### src/rtl/accum_carry_unit.sv
module accum_carry_unit #(
  parameter int W = 4
) (
  input  logic         clk,
  input  logic         rst_n,
  input  logic         exec_i,
  input  logic [3:0]   op_i,
  input  logic [W-1:0] opnd_i,
  output logic [W-1:0] acc_o,
  output logic         cy_o
);
  localparam logic [3:0] OP_MOV  = 4'd0;
  localparam logic [3:0] OP_IN   = 4'd1;
  localparam logic [3:0] OP_AND  = 4'd2;
  localparam logic [3:0] OP_OR   = 4'd3;
  localparam logic [3:0] OP_XOR  = 4'd4;
  localparam logic [3:0] OP_ROTC = 4'd5;
  localparam logic [3:0] OP_ROTZ = 4'd6;
  localparam logic [3:0] OP_INC  = 4'd7;
  localparam logic [3:0] OP_ADJ  = 4'd8;

  logic [W-1:0] acc_q, acc_d;
  logic         cy_q, cy_d;

  wire top_both = acc_q[W-1] & opnd_i[W-1];

  always_comb begin
    acc_d = acc_q;
    cy_d  = cy_q;
    case (op_i)
      OP_MOV, OP_IN: begin acc_d = opnd_i;          cy_d = 1'b0; end
      OP_AND:        begin acc_d = acc_q & opnd_i;  cy_d = top_both; end
      OP_OR:         begin acc_d = acc_q | opnd_i;  cy_d = 1'b0; end
      OP_XOR:        begin acc_d = acc_q ^ opnd_i;  cy_d = top_both; end
      OP_ROTC:       begin acc_d = {acc_q[W-2:0], acc_q[W-1]}; cy_d = acc_q[W-1]; end
      OP_ROTZ:       begin acc_d = {acc_q[W-2:0], 1'b0};       cy_d = acc_q[W-1]; end
      OP_INC, OP_ADJ: begin acc_d = acc_q + 1'b1;   cy_d = &acc_q; end
      default: ;
    endcase
  end

  always_ff @(posedge clk or negedge rst_n)
    if (!rst_n) begin
      acc_q <= '0;
      cy_q  <= 1'b0;
    end else if (exec_i) begin
      acc_q <= acc_d;
      cy_q  <= cy_d;
    end

  assign acc_o = acc_q;
  assign cy_o  = cy_q;

  p_logic_cy_r1: assert property (@(posedge clk) disable iff (!rst_n)
    exec_i && (op_i == OP_AND || op_i == OP_XOR)
    |=> cy_o == ($past(acc_o[W-1]) & $past(opnd_i[W-1])));

  p_or_clears_r2: assert property (@(posedge clk) disable iff (!rst_n)
    exec_i && op_i == OP_OR |=> !cy_o && acc_o == ($past(acc_o) | $past(opnd_i)));

  p_rot_cy_r3: assert property (@(posedge clk) disable iff (!rst_n)
    exec_i && (op_i == OP_ROTC || op_i == OP_ROTZ) |=> cy_o == $past(acc_o[W-1]));

  p_rotz_fill_r4: assert property (@(posedge clk) disable iff (!rst_n)
    exec_i && op_i == OP_ROTZ |=> !acc_o[0]);

  p_inc_wrap_r5: assert property (@(posedge clk) disable iff (!rst_n)
    exec_i && (op_i == OP_INC || op_i == OP_ADJ)
    |=> acc_o == W'($past(acc_o) + 1) && cy_o == ($past(acc_o) == {W{1'b1}}));

  p_load_r7: assert property (@(posedge clk) disable iff (!rst_n)
    exec_i && (op_i == OP_MOV || op_i == OP_IN) |=> !cy_o && acc_o == $past(opnd_i));

  p_idle_hold_r8: assert property (@(posedge clk) disable iff (!rst_n)
    !exec_i |=> $stable(acc_o) && $stable(cy_o));

  p_undef_hold_r9: assert property (@(posedge clk) disable iff (!rst_n)
    op_i > OP_ADJ |=> $stable(acc_o) && $stable(cy_o));
endmodule

### config.mk
export PLATFORM = sky130hd
export DESIGN_NAME = accum_carry_unit
export DESIGN_NICKNAME = d
export VERILOG_FILES = /design/src/rtl/accum_carry_unit.sv
export SDC_FILE = /design/constraint.sdc
export NUM_CORES = 1
export LEC_CHECK = 0
export BUFFER_PORTS_ARGS = -buffer_cell sky130_fd_sc_hd__buf_2
export CORE_MARGIN = 2
export CORE_UTILIZATION = 36
export DETAILED_ROUTE_END_ITERATION = 12
export PLACE_DENSITY = 0.53
export SLEW_MARGIN = 10
export SYNTH_ARGS = -nofsm -noshare
export SYNTH_HDL_FRONTEND = slang
export SYNTH_SLANG_ARGS = --single-unit
export TNS_END_PERCENT = 1
### constraint.sdc
create_clock -name clk -period 1.9 [get_ports clk]
set_input_delay 0.38 -clock clk [delete_from_list [all_inputs] [get_ports clk]]
set_output_delay 0.38 -clock clk [all_outputs]
set_load 0.02 [all_outputs]
==> out/results.ini, run 1 <==
[synthesis]
syn_nets = 121
syn-mean-instance-area_um2 = 7.705
synthXorXnorAreaFrac_pct = 4.502
synth_compound_area_share_pct = 28.62
synth_area_leaders = dfrtp_1 (16%), ha_1 (14%), nand2_1 (5.3%), xnor2_1 (4.5%), inv_1 (3.9%)
yosysTopAreaCell = dfrtp_1
synth.distinct_cells = 38
async_reset_ff_share_pct = 100.0
synth_adder_area_share_pct = 14.47
synth_edf_count = 0
synth_top_family_by_area = compound AO/OA/AOI/OAI gates
ys_warn_count = 0
synth-simple-area-share_pct = 23.15
seq_area_frac_synth_pct = 16.08
synthCells = 101
ys.flop_type = dfrtp_1
synth.area.mux_share_pct = 1.286
ys_ff_latch = 5
syn_area_um2 = 778.2
synth_top_area_share_pct = 16.08

[global_route]
grt_max_degree = 20
gr-usage-all-layers_pct = 16.17
grt_pass1_vias = 704
antenna_found_initial = 0
overflow = 0
grt_pass1_wl_um = 3022

[min_path]
hold_path_class = input pin to register

[worst_setup_path]
required_ns = 2.07
reg2reg_depth = 6
r2r_end = acc_o[2]$_DFFE_PN0P_
startpoint = acc_o[2]$_DFFE_PN0P_
cp_max_fo = 9
end_kind = register
worstSetupPathType = register to register
cp-start-kind = register
cp-endpoint = acc_o[2]$_DFFE_PN0P_
r2r_setup_slack_ns = 0.21
reg2reg_from = acc_o[2]$_DFFE_PN0P_
arrival_ns = 1.86

[timing]
min_period_ns = 1.687
setup_slack_ns = 0.2130
drv_slew = 0
hold_viol_final = 0
fmax_mhz = 592.8
whs_ns = 0.4724
tns_ns = 0
rsz0062_at_grt = no
worstMarginPinSlew_ns = 0.3373
setup_violations = 0
finalCritPeriodShare_pct = 88.79
skew_ns = 0.0002792
slew_headroom_pct = 77.51

[detailed_routing]
drt_iter0_markers = 8
dr_total_vias = 782
drc = 0
drt_wl_total_um = 1842
viasPerCell = 5.469
drt_pass1_iterations = 4
avgRoutedWirePerCell_um = 12.88
antenna_left = 0

[floorplan]
coreArea_mm2 = 0.002002
fp.dieArea_mm2 = 0.002550
die_y_um = 50.50
rows = 16
die_x_um = 50.50
ios = 16
initial_core_util_pct = 38.87

[pwr]
p_total_mw = 0.5208
power.density_mw_per_mm2 = 582.1
peakVddDrop_mv = 0.3213
p_leak_nw = 0.3996

[finish]
diodes = 0
syn_to_final_growth_pct = 14.95
drive_above_1_share_pct = 23.28
final_area_um2 = 894.6
finalNonFillerCells = 143
nets = 137
final_util_pct = 44.69

[clocking]
clock-root-buffer = clkbuf_4
path_clk_slew_ns = 0.05
insertion_delay_ns = 0.24
numCtsBuffers = 3
cts_tree = done
htreeDepth = 1
cts_buffer_depth = 2
cts.sinks = 5

[outcome]
outcome = completed

[placed_design]
io_buffer_count = 15
place_congestion = 0.8020
placedCellCount = 138
hpwl_um = 1425
pre_cts_slack_ns = 0.1705
place_area_um2 = 858.3

[run]
drv_cap = 0

[registers in the layout (all words and copies together) (netlist names)]
register and flops:
cy_o 1, acc_o 4
[Yosys cell counts (2+ instances only)]
library cell and instances:
nand2_1 11, ha_1 9, inv_1 8, buf_2 5
dfrtp_1 5, nor2_1 5, o21ai_0 5, a21oi_1 4
nand2b_1 4, xnor2_1 4, a31oi_1 3, buf_4 3
o22ai_1 3, o31a_1 3, a22oi_1 2, nand3b_1 2
nor3_1 2, o21ai_1 2, or3_1 2
[worst max-delay path, cell delays in order, from the launching register on]
cell and delay, ns:
dfrtp_1 0.53, inv_1 0.09, ha_1 0.19, or4_1 0.47
o21ai_0 0.10, o32ai_1 0.11, o21ai_1 0.12
[where the power goes]
group | switching (mW) | internal, mW
clock | 0.0472 | 0.0796
sequential | 0.0344 | 0.124
combinational | 0.132 | 0.103
[worst min path at each step]
stage	from	end	slack, ns	cells after the start
5_1_grt	opnd_i[2]	acc_o[2]$_DFFE_PN0P_	0.47	3
4_1_cts	opnd_i[2]	acc_o[2]$_DFFE_PN0P_	0.47	3
3_3_place_gp	rst_n	acc_o[3]$_DFFE_PN0P_	0.21	1
3_5_place_dp	rst_n	acc_o[3]$_DFFE_PN0P_	0.21	1
2_1_floorplan	rst_n	acc_o[0]$_DFFE_PN0P_	0.08	0
6_report	opnd_i[2]	acc_o[2]$_DFFE_PN0P_	0.47	3
[kinds of logic after synthesis]
group / count (synthesis)
AOI/OAI and AO/OA: 32
xor gates and xnor gates: 4
adders and majority gates: 9
buffers and inverters: 18
DFF: 5
muxes: 1
and+or+nand+nor: 32
[per-layer routing]
layer  share of wire [%]  GRT usage [%]  wire, um  vias up
li1                    -              -         -      391
met1                  44          19.60       808      369
met2                  49          25.44       901       20
met3                 6.6          7.143       122        2
met4                0.54          5.405        10        0
met5                   0              0         0        -
[cells in the final DEF (no fill, tap or decap), types with 2 or more instances in the layout]
cell,synthesis,layout
o21ai_0,5,5
a21oi_1,4,4
clkbuf_4,0,3
xnor2_1,4,4
inv_1,8,8
nor3_1,2,2
a31oi_1,3,3
a22oi_1,2,2
nand3b_1,2,2
nand2_1,11,11
o22ai_1,3,3
dfrtp_1,5,5
nor2_1,5,5
o31a_1,3,3
or3_1,2,2
o21ai_1,2,2
nand2b_1,4,4
ha_1,9,9
buf_2,5,15
buf_4,3,4
[area by class of cell]
class	instances	area [um2]
fill	225	1107
multi-input combinational	78	560.5
sequential	5	125.1
timing repair buffer	20	115.1
inverter	9	33.78
tap	27	33.78
clock buffer	4	26.28
[what timing repair did]
action / 4_1_cts / 5_1_grt
setup buffers: 0 / 0
endpoints found under the hold margin: 5 / 0
hold buffers: 1 / 0
resized for setup: 0 / 0
(Power assumes the default switching activity.)
==> run 2, diff against run 1 <==
- CORE_ASPECT_RATIO: default -> 1.4
- CTS_CLUSTER_DIAMETER: default -> 80
==> run 2 against run 1 <==
Design area did not move. Hold slack gained 0.010 ns. Critical path depth did not move. First-iteration DRC count stayed put. Routed wire length down 0.33%. Core utilization grew 0.11 points. Cell count is 3.5% lower. Register-to-register slack improved by 0.096 ns. Die area grew 0.21%. Via count fell by 2.6%. Critical endpoint unchanged. Largest cell class unchanged.
==> out/results.ini, run 2 (synthesis results as in run 1) <==
[timing]
finalCritPeriodShare_pct = 83.72
worstMarginPinSlew_ns = 0.3151
hold_viol_final = 0
whs_ns = 0.4823
slew_headroom_pct = 79.00
drv_slew = 0
min_period_ns = 1.591
tns_ns = 0
skew_ns = 0.001536
setup_violations = 0
rsz0062_at_grt = no
fmax_mhz = 628.7

[clocking]
cts.repair.resized = 0
cts_setup_buffers = 0
insertion_delay_ns = 0.23
ctsHoldBuffers = 1
cts_buffer_depth = 2
path_clk_slew_ns = 0.04
numCtsBuffers = 3
clock-root-buffer = clkbuf_4
htreeDepth = 1
cts_tree = done
cts.sinks = 5

[global_route]
grt_max_degree = 20
grt_pass1_vias = 743
overflow = 0
antenna_found_initial = 0
grt_pass1_wl_um = 3153
gr-usage-all-layers_pct = 15.74

[worst_setup_path]
worstSetupPathType = register to register
required_ns = 2.06
r2r_setup_slack_ns = 0.31
cpPeakStageDelay_ns = 0.48
end_kind = register
arrival_ns = 1.75
path_cells = inv_1 > ha_1 > or4_1 > o21ai_0 > o32ai_1 > o21ai_1
reg2reg_from = acc_o[2]$_DFFE_PN0P_
cp_max_fo = 6
r2r_end = acc_o[2]$_DFFE_PN0P_
reg2reg_depth = 6
cp-start-kind = register
crit_slowest_cell = or4_1

[finish]
drive_above_1_share_pct = 23.93
final_cell_mix = buf_2 (15), nand2_1 (11), ha_1 (9)
fill_cells = 227
syn_to_final_growth_pct = 14.95
finalNonFillerCells = 138
seqCellArea_um2 = 125.1
multi_input_area_um2 = 560.5
largest_reg_flops = 4
diodes = 0
nets = 138
mostFrequentLayoutCell = buf_2

[detailed_routing]
dr_total_vias = 762
avgRoutedWirePerCell_um = 13.30
antenna_left = 0
drt_pass1_iterations = 4
drt_iter0_markers = 8
drt_wl_total_um = 1836
drc = 0
viasPerCell = 5.522

[pwr]
p_clk_share_pct = 22.7
power.density_mw_per_mm2 = 575.5
p_leak_nw = 0.4045
p_sw_share_pct = 39.59
pwr-share-seq_pct = 30.3
peakVddDrop_mv = 0.3867
internal_power_mw = 0.3110
combPwrFrac_pct = 47.0
power_switching_mw = 0.2038

[floorplan]
fp.dieArea_mm2 = 0.002555
coreArea_mm2 = 0.001997
ios = 16
die_y_um = 59.02
initial_core_util_pct = 38.97
rows = 19
die_x_um = 43.30

[min_path]
hold_path_class = input pin to asynchronous set/reset pin

[placed_design]
hpwl_um = 1450
io_buffer_count = 15
place_congestion = 0.7731
placedCellCount = 133

[run]
drv_cap = 0

[outcome]
outcome = completed

==> run 2: through the flow <==
stage | instance area [um2] | worst slack, ns | utilization [%] | power, mW
CTS | 894.6 | 0.2835 | 44.80 | 0.5248
floorplan | 778.2 | 0.2854 | - | 0.3295
global route | 894.6 | 0.1625 | 44.80 | 0.5603
global placement | 858.3 | 0.1939 | 42.98 | 0.3997
finish | 894.6 | 0.3093 | 44.80 | 0.5148
detailed placement | 858.3 | 0.1824 | 42.98 | 0.3993
==> run 2: power by group through the flow <==
stage                     clock, mW  sequential [mW]  combinational, mW
after global placement            0            0.158              0.241
after floorplan                   0            0.169              0.160
after CTS                     0.123            0.157              0.245
after detailed placement          0            0.158              0.241
after global routing          0.125            0.159              0.276
final                         0.117            0.156              0.242
==> run 2: final cells by class <==
type | instances | area share [%]
Timing Repair Buffer | 21 | 13.71
Multi-Input combinational cell | 78 | 62.66
Inverter | 9 | 3.776
Sequential cell | 5 | 13.99
Clock buffer | 4 | 2.937
Tap cell | 21 | 2.937
==> run 2: routing by layer <==
layer	track usage (%)	up-vias	routed length (um)
li1	-	396	-
met1	20.27	352	865
met2	27.93	12	900
met3	0.6098	2	50
met4	5.195	0	20
met5	0	-	0
==> run 2: worst max-delay path by stage <==
stage | slack (ns) | to | startpoint
floorplan | 0.29 | acc_o[3]$_DFFE_PN0P_ | acc_o[2]$_DFFE_PN0P_
global placement | 0.19 | acc_o[2]$_DFFE_PN0P_ | op_i[2]
detailed placement | 0.18 | acc_o[2]$_DFFE_PN0P_ | op_i[2]
CTS | 0.28 | acc_o[2]$_DFFE_PN0P_ | acc_o[2]$_DFFE_PN0P_
global route | 0.16 | acc_o[2]$_DFFE_PN0P_ | acc_o[2]$_DFFE_PN0P_
finish | 0.31 | acc_o[2]$_DFFE_PN0P_ | acc_o[2]$_DFFE_PN0P_
==> run 2: critical path, delay by kind of cell, from the launching register on <==
kind                       cells  cell delay (ns)
buffers and inverters          1             0.07
adders and majority gates      1             0.17
and+or+nand+nor                1             0.48
AOI/OAI and AO/OA              3             0.33
DFF                            1             0.46
